[config.mk]
export PLATFORM = sky130hd
export DESIGN_NAME = cpmv_unit
export DESIGN_NICKNAME = d
export VERILOG_FILES = /design/src/rtl/cpmv_pkg.sv /design/src/rtl/cpmv_decode.sv /design/src/rtl/cpmv_policy.sv /design/src/rtl/cpmv_unit.sv
export SDC_FILE = /design/constraint.sdc
export NUM_CORES = 1
export LEC_CHECK = 0
export ABC_AREA = 1
export ABC_CLOCK_PERIOD_IN_PS = 2900
export CAP_MARGIN = 20
export CORE_MARGIN = 4
export CORE_UTILIZATION = 42
export CTS_CLUSTER_DIAMETER = 100
export DETAILED_ROUTE_END_ITERATION = 16
export HOLD_SLACK_MARGIN = 0.03
export PLACE_DENSITY = 0.92
export SLEW_MARGIN = 30
export SYNTH_ARGS = -nofsm -noshare
export SYNTH_HDL_FRONTEND = slang
export SYNTH_SLANG_ARGS = --single-unit
export TNS_END_PERCENT = 20
[constraint.sdc]
create_clock -name clk -period 2.9 [get_ports clk]
set_clock_uncertainty 0.2 [all_clocks]
set_input_delay 0.29 -clock clk [delete_from_list [all_inputs] [get_ports clk]]
set_output_delay 0.29 -clock clk [all_outputs]
set_load 0.05 [all_outputs]
[src/rtl/cpmv_pkg.sv]
package cpmv_pkg;
    typedef enum logic [1:0] {
        ST_IDLE  = 2'd0,
        ST_WRITE = 2'd1,
        ST_FAULT = 2'd2
    } mv_state_t;

    localparam logic [4:0] PFX_VAL   = 5'b11110;
    localparam logic [2:0] ZERO_VAL  = 3'b000;
    localparam logic [4:0] SUBOP_VAL = 5'b00001;
    localparam logic [4:0] OPC_VAL   = 5'b01100;
    localparam logic [2:0] FUNC_VAL  = 3'b111;

    localparam logic [4:0] RN_XLO0   = 5'd2;
    localparam logic [4:0] RN_XLO1   = 5'd3;
    localparam logic [4:0] RN_FAULTA = 5'd8;
    localparam logic [4:0] RN_XHI    = 5'd10;
    localparam logic [4:0] RN_LINKA  = 5'd17;
    localparam logic [4:0] RN_CTAG   = 5'd28;
endpackage

[src/rtl/cpmv_decode.sv]
module cpmv_decode
    import cpmv_pkg::*;
(
    input  logic [31:0] word,
    input  logic        ext_en,
    output logic [2:0]  sel,
    output logic [4:0]  dst,
    output logic [4:0]  gpr,
    output logic        bad
);
    logic [2:0] src_i;

    assign sel   = word[23:21];
    assign dst   = word[4:0];
    assign src_i = word[7:5];

    // fixed-field check
    assign bad = !ext_en
              || (word[31:27] != PFX_VAL)
              || (word[26:24] != ZERO_VAL)
              || (word[20:16] != SUBOP_VAL)
              || (word[15:11] != OPC_VAL)
              || (word[10:8]  != FUNC_VAL);

    // index translation
    always_comb begin
        unique case (src_i)
            3'd0:    gpr = 5'd16;
            3'd1:    gpr = 5'd17;
            default: gpr = {2'b00, src_i};
        endcase
    end
endmodule

[src/rtl/cpmv_policy.sv]
module cpmv_policy
    import cpmv_pkg::*;
(
    input  logic [4:0] dst,
    input  logic [2:0] sel,
    input  logic       ext_hi,
    input  logic       large_pa,
    input  logic       virt,
    output logic       implemented,
    output logic       read_only,
    output logic       zero_hi
);
    logic s0, is_xlo, is_attr, is_tag, is_xhi;

    assign s0      = (sel == 3'd0);
    assign is_xlo  = s0 && (dst == RN_XLO0 || dst == RN_XLO1);
    assign is_attr = (dst == RN_LINKA) && (sel == 3'd1);
    assign is_tag  = (dst == RN_CTAG) && !sel[0];
    assign is_xhi  = s0 && (dst == RN_XHI);

    assign implemented = s0 || is_attr || is_tag;
    assign read_only   = s0 && (dst == RN_FAULTA || dst == RN_LINKA);
    assign zero_hi     = ext_hi && ((large_pa && (is_xlo || is_attr))
                                    || is_tag
                                    || (virt && is_xhi));
endmodule

[src/rtl/cpmv_unit.sv]
module cpmv_unit
    import cpmv_pkg::*;
#(
    parameter int DATA_W = 64
) (
    input  logic              clk,
    input  logic              rst_n,
    input  logic              ins_valid,
    input  logic [31:0]       ins_word,
    input  logic [DATA_W-1:0] src_data,
    input  logic              kernel_mode,
    input  logic              cu0_usable,
    input  logic              ext_isa_en,
    input  logic              cfg_ext_hi,
    input  logic              cfg_large_pa,
    input  logic              cfg_virt,
    output logic [4:0]        gpr_idx,
    output logic              wr_stb,
    output logic [4:0]        wr_reg,
    output logic [2:0]        wr_sel,
    output logic [DATA_W-1:0] wr_data,
    output logic              wr_lo_en,
    output logic              wr_hi_en,
    output logic              exc_ri,
    output logic              exc_cpu
);
    localparam int HALF_W = DATA_W / 2;

    logic [2:0] d_sel;
    logic [4:0] d_dst;
    logic       d_bad, p_impl, p_ro, p_zero, cpu_bad;

    cpmv_decode u_dec (
        .word(ins_word), .ext_en(ext_isa_en),
        .sel(d_sel), .dst(d_dst), .gpr(gpr_idx), .bad(d_bad)
    );

    cpmv_policy u_pol (
        .dst(d_dst), .sel(d_sel), .ext_hi(cfg_ext_hi), .large_pa(cfg_large_pa),
        .virt(cfg_virt), .implemented(p_impl), .read_only(p_ro), .zero_hi(p_zero)
    );

    assign cpu_bad = !kernel_mode && !cu0_usable;

    mv_state_t state_q, state_d;
    logic      ri_q, ro_q;

    always_comb begin
        state_d = ST_IDLE;
        if (ins_valid) begin
            if (d_bad || cpu_bad)
                state_d = ST_FAULT;
            else if (p_impl)
                state_d = ST_WRITE;
        end
    end

    always_ff @(posedge clk or negedge rst_n) begin
        if (!rst_n)
            state_q <= ST_IDLE;
        else
            state_q <= state_d;
    end

    always_ff @(posedge clk or negedge rst_n) begin
        if (!rst_n) begin
            wr_reg  <= '0;
            wr_sel  <= '0;
            wr_data <= '0;
            ri_q    <= 1'b0;
            ro_q    <= 1'b0;
        end else if (ins_valid) begin
            wr_reg  <= d_dst;
            wr_sel  <= d_sel;
            wr_data <= {(p_zero ? {HALF_W{1'b0}} : src_data[DATA_W-1:HALF_W]),
                        src_data[HALF_W-1:0]};
            ri_q    <= d_bad;
            ro_q    <= p_ro;
        end
    end

    always_comb begin
        wr_stb   = 1'b0;
        wr_lo_en = 1'b0;
        wr_hi_en = 1'b0;
        exc_ri   = 1'b0;
        exc_cpu  = 1'b0;
        unique case (state_q)
            ST_IDLE: ;
            ST_WRITE: begin
                wr_stb   = 1'b1;
                wr_lo_en = !ro_q;
                wr_hi_en = !ro_q;
            end
            ST_FAULT: begin
                exc_ri  = ri_q;
                exc_cpu = !ri_q;
            end
            default: ;
        endcase
    end

    a_r2_one_result: assert property (@(posedge clk) disable iff (!rst_n)
        $onehot0({wr_stb, exc_ri, exc_cpu}));

    a_r5_after_valid: assert property (@(posedge clk) disable iff (!rst_n)
        wr_stb |-> $past(ins_valid));

    a_r10_quiet: assert property (@(posedge clk) disable iff (!rst_n)
        !$past(ins_valid) |-> (!wr_stb && !exc_ri && !exc_cpu));

    a_r4_sel_impl: assert property (@(posedge clk) disable iff (!rst_n)
        (wr_stb && wr_sel != 3'd0) |->
        ((wr_reg == RN_LINKA && wr_sel == 3'd1) || (wr_reg == RN_CTAG && !wr_sel[0])));

    a_r9_ro_masked: assert property (@(posedge clk) disable iff (!rst_n)
        (wr_stb && wr_sel == 3'd0 && (wr_reg == RN_FAULTA || wr_reg == RN_LINKA))
        |-> (!wr_lo_en && !wr_hi_en));

    a_r6_xlo_zero: assert property (@(posedge clk) disable iff (!rst_n)
        (wr_stb && wr_reg == RN_XLO0 && wr_sel == 3'd0 && $past(cfg_ext_hi && cfg_large_pa))
        |-> (wr_data[DATA_W-1:HALF_W] == '0));
endmodule

==> summary.txt <==
Status
  – Status: complete, no violations

STA
  – Max frequency: roughly 430 MHz
  – Period utilization: between 70% and 80%
  – Slew headroom: between 50 and 60%
  – Fin. max-slew vios: 0
  – Final setup viols: 0
  – Final hold vios: 0
  – Worst slew pin tran: a little under 0.7 ns
  – TNS Setup: 0 ns
  – RSZ-0062 raised after global routing: no
  – Minimum clock period: around 2.3 ns

Power
  – Register share of total power: about two fifths
  – Peak VDD IR: approximately 300 uV
  – Final Total Pwr: about 3.0 mW
  – Comb pwr share: about 29%
  – Switching share of power: a little under a third
  – Internal: just over 2 mW
  – Sw power: 0.9559 mW
  – Power Density: approximately 550 nW/um^2
  – Static Leak: 2.848 nW
  – Clock share of power: 31.0%

Global routing
  – Initial antenna violation count: 0
  – First-pass GRT wire length: between 15000 and 20000 microns
  – Largest net degree at the start of global routing: slightly below 80
  – Vias in the first global route: ~3400
  – All-Layer GR Usage: 20.29%
  – Remaining global-route overflow: 0

Floorplan
  – Die area: roughly 9500 sq um
  – Die height: about 98 microns
  – I/O pin total: roughly 190
  – Die width: slightly below 100 microns
  – Row cnt: 32
  – Starting Density: 43.51%
  – Core ar.: about 7800 sq um

Final layout
  – Total Nets Final: 719
  – Filler Cell Count: roughly 600
  – Finished Cell Area: 5479 sq um
  – Ant diodes: 0
  – Commonest non-fill, non-tap cells in the layout: nand2_1 (238), clkdlybuf4s50_1 (181), dfrtp_1 (76)
  – Share of cells above drive strength 1: ~5.3%
  – Max reg flops: 64
  – Area grow syn2layout: 62.13%
  – Sequential Area: 1902 sq um
  – Commonest non-fill, non-tap cell in the layout: nand2_1
  – Multi-input gate area: ~1200 sq um

Clock tree
  – Clk Latency, worst-skew pair: about 0.32 ns
  – Clk sinks: 76
  – CTS Buf Count: 9
  – Max clock buf depth: 2
  – H-tree levels: 3
  – Setup Fix Bufs, Post-CTS: 0
  – Clock transition at path regs: ~0.080 ns
  – CTS tree: done
  – Clk Tree Root Cell: clkbuf_8

Synthesis
  – Post-synth top area share: about 56%
  – Post-Syn Nets: roughly 550
  – Seq cells post-synth: 76
  – Seq/Total Area, Yosys: 56.28%
  – Mean post-synth cell area: between 7 and 8 sq um
  – Synth Warn #: 0
  – Cell accounting for the most synthesized area: dfrtp_1
  – Synthesized area: about 3400 sq um
  – Synth top area cells: dfrtp_1 (56%), nand2_1 (26%), inv_1 (4.7%)
  – Post-synth cell types: 20
  – Post-Syn Instances: between 400 and 500

Critical path
  – FF-to-FF Start: wr_reg[3]
  – Reg2Reg Depth: 2
  – Arrival @ worst endpoint: approximately 1.8 ns
  – CP Launch Type: flop
  – Req. time, crit path: around 2.4 ns
  – RR Endpoint: wr_reg[3]
  – Critical path endpoint category: output pin
  – Kind of critical path: flop to output pin
  – CP Max Fanout: 3
  – Reg-to-reg setup timing slack: 1.99 ns

Route
  – Vias: 3326
  – Via density per instance: between 4 and 5
  – Routed wire length: slightly below 10000 microns
  – Antenna Nets Post-Route: 0
  – Residual DRC: 0
  – Initial drt markers: 104
  – DRT Pass-1 Iters: 4
  – Drt wl/cell: roughly 13 microns

Hold path
  – Hold_sp: wr_data[28]
  – Hold WC Path Type: flop to flop
  – Hold Path Cell Cnt: 2
  – Hold path endpoint: wr_data[28]

Placed design
  – Port buffer count: 183
  – Post-detail-place hpwl: 7150 microns
  – DP Area: around 5200 sq um
  – Gp weighted congestion: approximately 0.82

Flow run
  – Max-cap violation count: 0
[cells in the mapped netlist]
library cell  instances
dfrtp_1              76
nor4_1                1
nand2_4               1
nand4_1               5
nand2_2              11
inv_1                42
clkbuf_1             15
buf_2                 4
o21ai_0               6
nor2_1               22
buf_6                 3
a21oi_1               1
inv_2                 1
nor3_1                5
nand3b_1              1
nand3_1               4
and2_1                1
conb_1                1
nand2_1             238
buf_4                 2
[worst max path at each step]
| stage | endpoint | slack [ns] | cells past startpoint | startpoint |
|---|---|---|---|---|
| final | wr_lo_en | 0.59 | 2 | state_q[1] |
| after global routing | wr_lo_en | 0.52 | 2 | state_q[1] |
| after CTS | wr_lo_en | 0.56 | 2 | state_q[1] |
| after detailed placement | wr_data[62] | 0.76 | 11 | ins_word[3] |
| after global placement | gpr_idx[4] | 0.78 | 3 | ins_word[6] |
| after floorplan | wr_lo_en | 0.51 | 2 | state_q[1] |
[timing repair]
action	4_1_cts	5_1_grt
setup endpoints to repair	0	0
endpoints found under the hold margin	76	0
hold buffers	1	0
gates resized for setup	0	0
[per-layer routing]
| layer | GRT usage (%) | part of all wire (%) | up-vias |
|---|---|---|---|
| li1 | - | - | 1644 |
| met1 | 23.32 | 37 | 1539 |
| met4 | 6.603 | 1.5 | 0 |
| met5 | 0 | 0 | - |
| met3 | 5.456 | 7.4 | 16 |
| met2 | 36.58 | 54 | 127 |
[through the flow]
stage | hold slack, ns | cells | setup slack, ns | util (%)
3_5_place_dp | 0.2576 | 704 | 0.7604 | 67.32
2_1_floorplan | -0.2056 | 440 | 0.5142 | -
5_1_grt | 0.2711 | 721 | 0.5182 | 70.54
6_report | 0.2730 | 721 | 0.5907 | 70.54
3_3_place_gp | 0.2522 | 704 | 0.7848 | 67.32
4_1_cts | 0.2749 | 721 | 0.5643 | 70.49
[cell families (layout without fill, tap and decap cells)]
kind of cell / count (synthesis) / count (layout) / share of synthesized area (%)
simple gates: 289 / 289 / 34.10
flops: 76 / 76 / 56.28
compound gates: 7 / 7 / 1.037
other cells: 1 / 1 / 0.1110
buf+inv: 67 / 246 / 8.478
[power by group through the flow]
stage / registers, mW / logic, mW / clock network [mW]
2_1_floorplan: 1.54 / 0.156 / 0
3_3_place_gp: 1.22 / 0.853 / 0
3_5_place_dp: 1.22 / 0.868 / 0
4_1_cts: 1.20 / 0.872 / 0.954
5_1_grt: 1.21 / 0.914 / 1.00
6_report: 1.20 / 0.863 / 0.927
[area by class of cell]
type / count / share of cell area, %
Sequential cell: 76 / 34.71
Timing Repair Buffer: 187 / 33.96
Multi-Input combinational cell: 297 / 21.74
Clock buffer: 13 / 3.083
Inverter: 43 / 2.946
Tap cell: 102 / 2.329
Clock inverter: 3 / 1.233
[critical path, cell delays in order, from the launching register on]
cell	delay (ns)
dfrtp_1	0.39
nor3_1	0.25
clkdlybuf4s50_1	0.85
No activity file was read; power rests on OpenSTA's default activity.
